$ cat config.mk
export PLATFORM = sky130hd
export DESIGN_NAME = dmc_top
export DESIGN_NICKNAME = d
export VERILOG_FILES = /design/src/rtl/dmc_pkg.sv /design/src/rtl/dmc_tag_array.sv /design/src/rtl/dmc_data_array.sv /design/src/rtl/dmc_ctrl.sv /design/src/rtl/dmc_top.sv
export SDC_FILE = /design/constraint.sdc
export NUM_CORES = 1
export LEC_CHECK = 0
export BUFFER_PORTS_ARGS = -buffer_cell sky130_fd_sc_hd__buf_2
export CORE_UTILIZATION = 50
export DETAILED_ROUTE_END_ITERATION = 8
export MAX_ROUTING_LAYER = met4
export PLACE_DENSITY = 0.69
export SLEW_MARGIN = 20
export SYNTH_ARGS = -nofsm -noshare
export SYNTH_HDL_FRONTEND = slang
export SYNTH_SLANG_ARGS = --single-unit
export TNS_END_PERCENT = 50
$ cat constraint.sdc
create_clock -name clk -period 4.5 [get_ports clk]
set_clock_uncertainty 0.2 [all_clocks]
set_input_delay 0.45 -clock clk [delete_from_list [all_inputs] [get_ports clk]]
set_output_delay 0.45 -clock clk [all_outputs]
set_load 0.01 [all_outputs]
$ cat src/rtl/dmc_pkg.sv
package dmc_pkg;
  typedef enum logic [1:0] {
    ST_IDLE  = 2'd0,
    ST_WBACK = 2'd1,
    ST_FILL  = 2'd2
  } dmc_state_e;
endpackage

$ cat src/rtl/dmc_tag_array.sv
module dmc_tag_array #(
  parameter int IDX_W = 3,
  parameter int TAG_W = 3
) (
  input  logic             clk,
  input  logic             rst_n,
  input  logic [IDX_W-1:0] rd_idx,
  output logic             rd_valid,
  output logic             rd_dirty,
  output logic [TAG_W-1:0] rd_tag,
  input  logic             fill_en,
  input  logic [IDX_W-1:0] fill_idx,
  input  logic [TAG_W-1:0] fill_tag,
  input  logic             set_dirty,
  input  logic [IDX_W-1:0] dirty_idx
);
  localparam int LINES = 1 << IDX_W;

  logic [LINES-1:0] valid_q, valid_d;
  logic [LINES-1:0] dirty_q, dirty_d;
  logic [TAG_W-1:0] tag_q [LINES];

  always_comb begin
    valid_d = valid_q;
    dirty_d = dirty_q;
    if (fill_en) begin
      valid_d[fill_idx] = 1'b1;
      dirty_d[fill_idx] = 1'b0;
    end
    if (set_dirty) begin
      dirty_d[dirty_idx] = 1'b1;
    end
  end

  always_ff @(posedge clk or negedge rst_n) begin
    if (!rst_n) begin
      valid_q <= '0;
      dirty_q <= '0;
    end else begin
      valid_q <= valid_d;
      dirty_q <= dirty_d;
    end
  end

  always_ff @(posedge clk) begin
    if (fill_en) begin
      tag_q[fill_idx] <= fill_tag;
    end
  end

  assign rd_valid = valid_q[rd_idx];
  assign rd_dirty = dirty_q[rd_idx];
  assign rd_tag   = tag_q[rd_idx];

  // a line that has just been filled is valid and clean
  assert_fill_clean_R5: assert property (@(posedge clk) disable iff (!rst_n)
    fill_en |=> (valid_q[$past(fill_idx)] && !dirty_q[$past(fill_idx)]));

  // a store hit leaves its line dirty
  assert_store_dirty_R4: assert property (@(posedge clk) disable iff (!rst_n)
    set_dirty |=> dirty_q[$past(dirty_idx)]);
endmodule

$ cat src/rtl/dmc_data_array.sv
module dmc_data_array #(
  parameter int IDX_W  = 3,
  parameter int WRD_W  = 2,
  parameter int DATA_W = 32
) (
  input  logic              clk,
  input  logic [IDX_W-1:0]  rd_idx,
  input  logic [WRD_W-1:0]  rd_word,
  output logic [DATA_W-1:0] rd_data,
  input  logic              wr_en,
  input  logic [IDX_W-1:0]  wr_idx,
  input  logic [WRD_W-1:0]  wr_word,
  input  logic [DATA_W-1:0] wr_data
);
  localparam int ENTRIES = 1 << (IDX_W + WRD_W);

  logic [DATA_W-1:0] mem_q [ENTRIES];

  always_ff @(posedge clk) begin
    if (wr_en) begin
      mem_q[{wr_idx, wr_word}] <= wr_data;
    end
  end

  assign rd_data = mem_q[{rd_idx, rd_word}];
endmodule

$ cat src/rtl/dmc_ctrl.sv
module dmc_ctrl
  import dmc_pkg::*;
#(
  parameter int IDX_W = 3,
  parameter int TAG_W = 3,
  parameter int WRD_W = 2
) (
  input  logic             clk,
  input  logic             rst_n,
  input  logic             cpu_req,
  input  logic             hit,
  input  logic             victim_dirty,
  input  logic [IDX_W-1:0] req_idx,
  input  logic [TAG_W-1:0] req_tag,
  input  logic [TAG_W-1:0] old_tag,
  input  logic             mem_ack,
  output dmc_state_e       state,
  output logic [WRD_W-1:0] cnt,
  output logic [IDX_W-1:0] lat_idx,
  output logic [TAG_W-1:0] lat_new_tag,
  output logic [TAG_W-1:0] lat_old_tag,
  output logic             stall,
  output logic             accept,
  output logic             fill_wr,
  output logic             fill_last
);
  localparam logic [WRD_W-1:0] LAST = '1;

  dmc_state_e       state_q, state_d;
  logic [WRD_W-1:0] cnt_q, cnt_d;
  logic             miss;
  logic             at_last;

  assign miss    = (state_q == ST_IDLE) && cpu_req && !hit;
  assign at_last = (cnt_q == LAST);

  always_comb begin
    state_d = state_q;
    cnt_d   = cnt_q;
    case (state_q)
      ST_IDLE: begin
        cnt_d = '0;
        if (miss) begin
          state_d = victim_dirty ? ST_WBACK : ST_FILL;
        end
      end
      ST_WBACK: begin
        if (mem_ack) begin
          cnt_d = at_last ? '0 : cnt_q + 1'b1;
          if (at_last) begin
            state_d = ST_FILL;
          end
        end
      end
      ST_FILL: begin
        if (mem_ack) begin
          cnt_d = at_last ? '0 : cnt_q + 1'b1;
          if (at_last) begin
            state_d = ST_IDLE;
          end
        end
      end
      default: begin
        state_d = ST_IDLE;
        cnt_d   = '0;
      end
    endcase
  end

  always_ff @(posedge clk or negedge rst_n) begin
    if (!rst_n) begin
      state_q <= ST_IDLE;
      cnt_q   <= '0;
    end else begin
      state_q <= state_d;
      cnt_q   <= cnt_d;
    end
  end

  always_ff @(posedge clk) begin
    if (miss) begin
      lat_idx     <= req_idx;
      lat_new_tag <= req_tag;
      lat_old_tag <= old_tag;
    end
  end

  assign state     = state_q;
  assign cnt       = cnt_q;
  assign stall     = (state_q != ST_IDLE) || miss;
  assign accept    = (state_q == ST_IDLE) && cpu_req && hit;
  assign fill_wr   = (state_q == ST_FILL) && mem_ack;
  assign fill_last = fill_wr && at_last;
endmodule

$ cat src/rtl/dmc_top.sv
module dmc_top
  import dmc_pkg::*;
#(
  parameter int TAG_W  = 3,
  parameter int IDX_W  = 3,
  parameter int OFF_W  = 4,
  parameter int DATA_W = 32
) (
  input  logic                           clk,
  input  logic                           rst_n,
  input  logic                           cpu_req,
  input  logic                           cpu_we,
  input  logic [TAG_W+IDX_W+OFF_W-1:0]   cpu_addr,
  input  logic [DATA_W-1:0]              cpu_wdata,
  output logic                           cpu_stall,
  output logic                           cpu_rvalid,
  output logic [DATA_W-1:0]              cpu_rdata,
  output logic                           mem_req,
  output logic                           mem_we,
  output logic [TAG_W+IDX_W+OFF_W-1:0]   mem_addr,
  output logic [DATA_W-1:0]              mem_wdata,
  input  logic                           mem_ack,
  input  logic [DATA_W-1:0]              mem_rdata
);
  localparam int BYTE_W = $clog2(DATA_W / 8);
  localparam int WRD_W  = OFF_W - BYTE_W;

  logic [TAG_W-1:0] req_tag;
  logic [IDX_W-1:0] req_idx;
  logic [WRD_W-1:0] req_word;

  assign req_tag  = cpu_addr[OFF_W+IDX_W +: TAG_W];
  assign req_idx  = cpu_addr[OFF_W +: IDX_W];
  assign req_word = cpu_addr[BYTE_W +: WRD_W];

  dmc_state_e       state;
  logic [WRD_W-1:0] cnt;
  logic [IDX_W-1:0] lat_idx;
  logic [TAG_W-1:0] lat_new_tag, lat_old_tag;
  logic             accept, fill_wr, fill_last;
  logic             line_valid, line_dirty, hit;
  logic [TAG_W-1:0] line_tag;
  logic [IDX_W-1:0] arr_rd_idx, arr_wr_idx;
  logic [WRD_W-1:0] arr_rd_word, arr_wr_word;
  logic [DATA_W-1:0] arr_rd_data, arr_wr_data;
  logic             arr_wr_en;
  logic             rvalid_q;
  logic [DATA_W-1:0] rdata_q;

  assign hit = line_valid && (line_tag == req_tag);

  dmc_tag_array #(.IDX_W(IDX_W), .TAG_W(TAG_W)) u_tags (
    .clk       (clk),
    .rst_n     (rst_n),
    .rd_idx    (req_idx),
    .rd_valid  (line_valid),
    .rd_dirty  (line_dirty),
    .rd_tag    (line_tag),
    .fill_en   (fill_last),
    .fill_idx  (lat_idx),
    .fill_tag  (lat_new_tag),
    .set_dirty (accept && cpu_we),
    .dirty_idx (req_idx)
  );

  dmc_ctrl #(.IDX_W(IDX_W), .TAG_W(TAG_W), .WRD_W(WRD_W)) u_ctrl (
    .clk          (clk),
    .rst_n        (rst_n),
    .cpu_req      (cpu_req),
    .hit          (hit),
    .victim_dirty (line_valid && line_dirty),
    .req_idx      (req_idx),
    .req_tag      (req_tag),
    .old_tag      (line_tag),
    .mem_ack      (mem_ack),
    .state        (state),
    .cnt          (cnt),
    .lat_idx      (lat_idx),
    .lat_new_tag  (lat_new_tag),
    .lat_old_tag  (lat_old_tag),
    .stall        (cpu_stall),
    .accept       (accept),
    .fill_wr      (fill_wr),
    .fill_last    (fill_last)
  );

  always_comb begin
    arr_rd_idx  = req_idx;
    arr_rd_word = req_word;
    if (state == ST_WBACK) begin
      arr_rd_idx  = lat_idx;
      arr_rd_word = cnt;
    end
  end

  always_comb begin
    arr_wr_en   = accept && cpu_we;
    arr_wr_idx  = req_idx;
    arr_wr_word = req_word;
    arr_wr_data = cpu_wdata;
    if (fill_wr) begin
      arr_wr_en   = 1'b1;
      arr_wr_idx  = lat_idx;
      arr_wr_word = cnt;
      arr_wr_data = mem_rdata;
    end
  end

  dmc_data_array #(.IDX_W(IDX_W), .WRD_W(WRD_W), .DATA_W(DATA_W)) u_data (
    .clk     (clk),
    .rd_idx  (arr_rd_idx),
    .rd_word (arr_rd_word),
    .rd_data (arr_rd_data),
    .wr_en   (arr_wr_en),
    .wr_idx  (arr_wr_idx),
    .wr_word (arr_wr_word),
    .wr_data (arr_wr_data)
  );

  assign mem_req   = (state != ST_IDLE);
  assign mem_we    = (state == ST_WBACK);
  assign mem_addr  = {(state == ST_WBACK) ? lat_old_tag : lat_new_tag,
                      lat_idx, cnt, {BYTE_W{1'b0}}};
  assign mem_wdata = arr_rd_data;

  always_ff @(posedge clk or negedge rst_n) begin
    if (!rst_n) begin
      rvalid_q <= 1'b0;
    end else begin
      rvalid_q <= accept;
    end
  end

  always_ff @(posedge clk) begin
    if (accept && !cpu_we) begin
      rdata_q <= arr_rd_data;
    end
  end

  assign cpu_rvalid = rvalid_q;
  assign cpu_rdata  = rdata_q;

  // memory traffic only while the processor is held
  assert_mem_only_stalled_R3: assert property (@(posedge clk) disable iff (!rst_n)
    mem_req |-> cpu_stall);

  // a stalled cycle is never followed by a completion pulse
  assert_no_rvalid_after_stall_R2: assert property (@(posedge clk) disable iff (!rst_n)
    cpu_stall |=> !cpu_rvalid);

  // an unacknowledged request holds still
  assert_req_stable_R9: assert property (@(posedge clk) disable iff (!rst_n)
    (mem_req && !mem_ack) |=> (mem_req && $stable(mem_addr) && $stable(mem_we)));
endmodule

**Yosys cells after proc, flatten, opt, wreduce, memory -nomap -nowiden**

Memory sizes are Yosys's and may differ from the RTL's.
Index checks and enable logic that the tools add are counted.

- Bits in registers: 62
- RAM bits: 1048
- Bits of input ports: 79
- Output and inout bits: 78
- Word-level logic and storage cells: 79
- Memories: 2

- $add $sub $neg: 1
- $lt $le $gt $ge: 4
- Equal/unequal tests: 10
- Muxes and demuxes: 31
- Bitwise logic cells: 4
- Reduce and logical (&&, ||, !) cells: 18

Memory list:

| memory | words | bits a word | read ports | clocked after memory_dff | write ports | RTL line | source |
|---|---|---|---|---|---|---|---|
| u_data.mem_q | 32 | 32 | 1 | 0 | 1 | dmc_data_array.sv:17 | `logic [DATA_W-1:0] mem_q [ENTRIES];` |
| u_tags.tag_q | 8 | 3 | 1 | 0 | 1 | dmc_tag_array.sv:21 | `logic [TAG_W-1:0] tag_q [LINES];` |

Operators with widths:

| cell | count |
|---|---|
| 32-bit two-way mux | 1 |
| 2-bit two-way mux | 11 |
| 8-bit two-way mux | 2 |
| 8-bit bitwise OR | 2 |
| 1-bit logical AND | 11 |
| 2-bit by 1-bit != test with 1-bit output, second input constant | 5 |
| 1-bit two-way mux | 9 |
| 3-bit two-way mux | 3 |
| 8-bit bitwise AND | 1 |
| 3-bit by 4-bit less-than comparator with 1-bit output, second input constant | 2 |
| 8-bit NOT | 1 |
| 1-bit binary-select mux with 3-bit select | 2 |
| 1-bit demux with 3-bit select | 2 |
| 3-bit by 1-bit >= comparator with 1-bit output, second input constant | 2 |
| 2-bit one-hot mux with 3 select lines | 1 |
| 5-bit AND reduction | 1 |
| 2-bit equality test, second input constant | 2 |
| 3-bit equality test | 1 |
| 2-bit by 1-bit adder with 2-bit output, second input constant | 1 |
| 2-bit by 1-bit equality test with 1-bit output, second input constant | 1 |
| 1-bit logical NOT | 2 |
| 2-bit logical NOT | 1 |
| 2-bit != test, second input constant | 1 |
| 2-bit nonzero test | 1 |
| 2 further kinds | 2 |

**Longest topological paths before layout**

- Word-level depth: 9
- Depth in mapped cells: 12
- Depth with buffers taken out: 8

**Hierarchy**

From an unflattened synthesis, not the netlist that was laid out.

- Cell total of the unflattened synthesis: 2455
- Area, all modules: 43835.8 µm²

Modules (own cells, without submodules):

| module | instances | cells each | area each (µm²) | sequential area each (µm²) |
|---|---|---|---|---|
| dmc_data_array | 1 | 2228 | 39844.5 | 30749.5 |
| dmc_tag_array | 1 | 94 | 1715.4 | 1121.1 |
| dmc_top | 1 | 96 | 1705.4 | 985.9 |
| dmc_ctrl | 1 | 37 | 570.5 | 370.4 |

**Least setup slack after synthesis**

OpenSTA, ideal clock, no wires.

- Kind: input to register
- Start: in cpu_addr[4]
- End: mem u_data.mem_q[30][0] (enable)
- Setup time: 0.470 ns
- Arrival: 4.484 ns
- Data required time: 3.830 ns
- Path slack: -0.654 ns
- Stages on the path: 8
- Path buffers: 2
- Path through: buf_4 -> mux2_2 -> o2bb2ai_1 -> nor3_1 -> nor4_4 -> nand3_4 -> buf_6 -> o31ai_1

- Longest elaborated chain between the ends: 8
- Elaborated cells on any way between the ends: 11
- Those cells by class: eq/ne: 1; mux: 6; reduce/logical: 3; memory: 1

RTL lines:

| element | RTL line | source |
|---|---|---|
| start, declared | dmc_top.sv:13 | `input logic [TAG_W+IDX_W+OFF_W-1:0] cpu_addr,` |
| memory read 8 x 3 bit / 1-bit binary-select mux with 3-bit select (equally long branches) | n/a |  |
| 3-bit equality test / 1-bit two-way mux (equally long branches) | dmc_top.sv:50, dmc_tag_array.sv:51 |  |
| 1-bit logical AND | dmc_top.sv:50 | `assign hit = line_valid && (line_tag == req_tag);` |
| 1-bit logical AND | dmc_ctrl.sv:91 | `assign accept = (state_q == ST_IDLE) && cpu_req && hit;` |
| 1-bit logical AND | dmc_top.sv:97 | `arr_wr_en = accept && cpu_we;` |
| 1-bit two-way mux | dmc_top.sv:101 | `if (fill_wr) begin` |
| 1-bit two-way mux | dmc_data_array.sv:20 | `if (wr_en) begin` |
| 1-bit two-way mux (implied by the code) | dmc_data_array.sv:21 | `mem_q[{wr_idx, wr_word}] <= wr_data;` |
| end, declared | dmc_data_array.sv:17 |  |

Several ways; a longest one is shown, not always the timed one. The select of a mux whose other input is x is not followed.

**Final worst setup path**

- Start: reg u_ctrl.state_q[1], in the netlist u_ctrl.state[1]
- End: out mem_wdata[26]

- Longest elaborated chain between the ends: 3
- Elaborated cells on any way between the ends: 4
- Those cells by class: eq/ne: 1; mux: 2; memory: 1

RTL lines:

| element | RTL line | source |
|---|---|---|
| start, declared | dmc_ctrl.sv:29 | `dmc_state_e state_q, state_d;` |
| start signal, assigned | dmc_ctrl.sv:75 | `state_q <= state_d;` |
| 2-bit by 1-bit equality test with 1-bit output (*) | dmc_top.sv:90 | `if (state == ST_WBACK) begin` |
| 2-bit two-way mux / 3-bit two-way mux (equally long branches) | dmc_top.sv:90 |  |
| memory read 32 x 32 bit (*) | n/a |  |
| end, declared | dmc_top.sv:21 | `output logic [DATA_W-1:0] mem_wdata,` |

Every way passes the cells marked *; elsewhere a longest branch is shown, timed or not.

==> impl_metrics.toml <==
[synth]
yosysWarnings = 0
postSynthAreaPerCell_um2 = 16.7
synth_seq_cells = 1110
netlist_area_um2 = 45700
synth_edf_count = 1089
synth_top_family_by_area = "multiplexers"
yosys.area_share.xor_xnor_pct = 0.0602
synthMuxAreaShare_pct = 11.4
ys.flop_type = "edfxtp_1"
synth-simple-area-share_pct = 4.49
yosysUniqueCellTypes = 59
synthAdderAreaFrac_pct = 0.109
synthArstFlopShare_pct = 1.89
synth_compound_area_share_pct = 9.26
seq_area_frac_synth_pct = 72.7
syn_inst = 2730

[worst_setup_path]
timing.critical_path.from = "u_ctrl.state[1]"
arrival_ns = 3.80
reg2reg_to = "u_data.mem_q[21][11]"
critPathMostFrequentCell = "nand2_1"
cp.required_ns = 3.85
worstRegToRegCells = 7
critical_path.endpoint_type = "output pin"
worst_r2r_startpoint = "u_tags.tag_q[3][0]"
cpMaxStageDelayCell = "mux4_2"
start_kind = "flip-flop"
reg2reg_slack_ns = 0.90
path_class = "flip-flop to output pin"
path_cells = "inv_2 > ha_4 > mux2i_4 > buf_4 > buf_16 > buf_12 > clkbuf_16 > mux4_2 > nand2_1 > nand2_1 > o21ai_1 > a211oi_1 > buf_2"
cp_slowest_stage_delay_ns = 0.50
crit_end = "mem_wdata[26]"
path_max_fanout = 16

[cts]
root_buffer = "clkbuf_16"
cts_tree = "done"
htreeDepth = 3
clk_pin_slew_ns = 0.06
clkLatencyLatePin_ns = 0.70
cts_buffers = 107
clockBufferDepth = 3
clock-sinks = 1110

[sta]
fmax_mhz = 225
finalMaxSlewViolations = 0
finalCritPeriodShare_pct = 98.8
relSlewSlack_pct = 26.5
rsz0062_at_grt = "yes"
hold_violations = 0
setup_viol = 0
worst_slack_ns = 0.0525
tightest_slew_ns = 1.10
min_period_ns = 4.45

[min_path]
hold_class = "primary input to flip-flop"

[die]
fp.dieH_um = 304
core_um2 = 90300
rows = 110
start_util_pct = 50.6
io_pins = 157
dieArea_um2 = 92600
die_w_um = 304

[pwr]
ir_drop_mv = 0.330
swShare_pct = 28.8
p_total_uw = 28000
seq_power_share_pct = 45.6
power.internal_uw = 19900
p_per_area_nw_per_um2 = 525
p_leak_uw = 0.0171
p_clk_share_pct = 33.3
combPwrFrac_pct = 21.1
power.net_switching_uw = 8060

[placed_design]
dp_hpwl_um = 63100
dp.cells = 3968
port_buffers = 152
place_congestion = 0.891
dpl_worst_slack_ns = 0.243

[global_route]
first_global_vias = 27200
grt_first_pass_wirelength_um = 171000
antenna_found_initial = 3
grt_overflow = 0
grt.total_usage_pct = 25.6
grt_max_degree = 165

[detailed_routing]
viasPerCell = 6.40
wl_per_cell_um = 27.4
ant_nets = 0
drc = 0
dr.pass1.iters = 5
drt_iter0_markers = 3018
routed_wl_um = 115000
vias = 26900

[final_layout]
fill_cells = 6449
area_delta_synth_final_pct = 16.7
fin_cells = 4201
drive_above_1_share_pct = 25.3
multi_input_area_um2 = 12300
final_nets = 3012
regArea_um2 = 33200

[run_status]
status = "completed"

[flow_run]
maxCapViolations = 0
[through the flow]
| step | area, µm² | util, % | hold slack (ns) | setup TNS (ns) |
|---|---|---|---|---|
| detailed placement | 49000 | 54.3 | 0.250 | 0 |
| finish | 53300 | 59.1 | 0.0826 | 0 |
| CTS | 53000 | 58.7 | 0.0401 | 0 |
| floorplan | 45700 | - | -0.0456 | -304.76 |
| global route | 53300 | 59.1 | 0.0684 | -0.0280 |
| global placement | 49000 | 54.3 | 0.237 | 0 |
[synthesized netlist by cell type, types with 3 or more instances]
master	number	share of area, %
o21a_1	4	0.066
buf_4	6	0.099
dfrtp_1	21	1.1
a21oi_1	214	2.3
buf_2	40	0.44
nand3_1	39	0.43
a21boi_0	128	2.1
o22ai_1	67	0.92
mux4_2	192	9.5
inv_1	15	0.12
o21ai_0	9	0.099
nand3b_1	3	0.049
nor2b_1	4	0.055
mux2_2	6	0.15
o21ai_1	29	0.32
clkbuf_1	136	1.1
nand2b_1	8	0.11
edfxtp_1	1089	72
a211oi_1	160	2.6
mux2i_1	80	1.8
a221o_1	4	0.088
nor3b_1	4	0.066
buf_1	13	0.11
nor2_1	15	0.12
nor3_1	72	0.79
or3_1	3	0.041
buf_6	3	0.074
nand2_1	296	2.4
a31oi_1	4	0.055
and2_1	3	0.041
ha_1	4	0.11
o31ai_1	18	0.30
or2_2	8	0.11
[worst max-delay path, delay by kind of cell (launching register included)]
family                   cells  cell delay [ns]
AO/OA/AOI/OAI                2             0.57
adder cells (fa/ha/maj)      1             0.26
buffers and inverters        6             0.94
flip-flops                   1             0.41
multiplexers                 2             0.78
AND/OR/NAND/NOR              2             0.13
[logic make-up after synthesis]
kind of cell | after synthesis
buffers and inverters | 215
AOI/OAI and AO/OA | 652
xor gates and xnor gates | 1
DFF | 1110
other | 1
muxes | 279
adders and majority gates | 4
and+or+nand+nor | 468
[worst min path at each step]
stage           startpoint                end  slack, ns  cells past startpoint
6_report       cpu_addr[6]  u_tags.dirty_q[6]       0.08                      3
5_1_grt             cpu_we      cpu_rdata[27]       0.07                      3
4_1_cts        cpu_addr[6]  u_tags.dirty_q[6]       0.04                      3
3_5_place_dp         rst_n         cpu_rvalid       0.25                      1
3_3_place_gp         rst_n         cpu_rvalid       0.24                      1
2_1_floorplan        rst_n         cpu_rvalid      -0.05                      0
[registers in the layout, summed over array words and instances, names as in the netlist, 3 cells and up]
signal,flops
u_ctrl.lat_new_tag,3
cpu_rdata,32
u_data.mem_q,1024
u_ctrl.lat_old_tag,3
u_ctrl.lat_idx,3
u_tags.dirty_q,8
u_tags.tag_q,24
u_tags.valid_q,8
[per-layer routing]
| metal | track usage, % | share of wire [%] |
|---|---|---|
| met4 | 8.60 | 3.0 |
| met1 | 33.5 | 40 |
| met2 | 41.0 | 49 |
| met5 | - | 0 |
| met3 | 4.40 | 8.2 |
[timing repair]
item | 4_1_cts | 5_1_grt
gates resized for setup | 23 | 27
gates cloned | 3 | 2
setup buffers | 8 | 8
hold buffers | 7 | 0
endpoints found under the setup margin | 32 | 28
hold endpoints to repair | 29 | 0
pin swaps | 0 | 1
[area by class of cell]
class                           count  share of cell area, %
Inverter                           16                  0.113
Clock inverter                     86                   1.78
Clock buffer                      118                   5.10
Tap cell                         1176                   2.76
Multi-Input combinational cell   1406                   23.1
Timing Repair Buffer              288                   4.87
Sequential cell                  1110                   62.3
Antenna cell                        1                0.00469
[power by group through the flow]
stage               clock network, µW  logic [µW]  registers, µW
floorplan                           0        3540          12800
global placement                    0        5380          13000
detailed placement                  0        5610          13000
CTS                              9420        5770          12800
global route                     9820        6340          12800
finish                           9340        5900          12800
[cells in the final DEF (no fill, tap or decap), drive strengths merged, types with 4 or more instances in the layout]
cell type	synthesis	layout
a211oi	160	160
a21boi	128	128
a21oi	214	214
a221o	4	4
a31oi	4	4
buf	62	276
bufinv	0	18
clkbuf	137	120
clkinv	1	54
clkinvlp	0	8
dfrtp	21	21
dlygate4sd3	0	7
edfxtp	1089	1089
ha	4	4
inv	15	22
mux2	7	7
mux2i	80	80
mux4	192	192
nand2	296	296
nand2b	8	8
nand3	40	40
nor2	15	15
nor2b	4	4
nor3	72	72
nor3b	4	4
o21a	4	4
o21ai	38	38
o22ai	67	67
o31ai	18	18
o32ai	4	4
or2	9	9
Note: power is estimated with default switching activity, not from simulation.
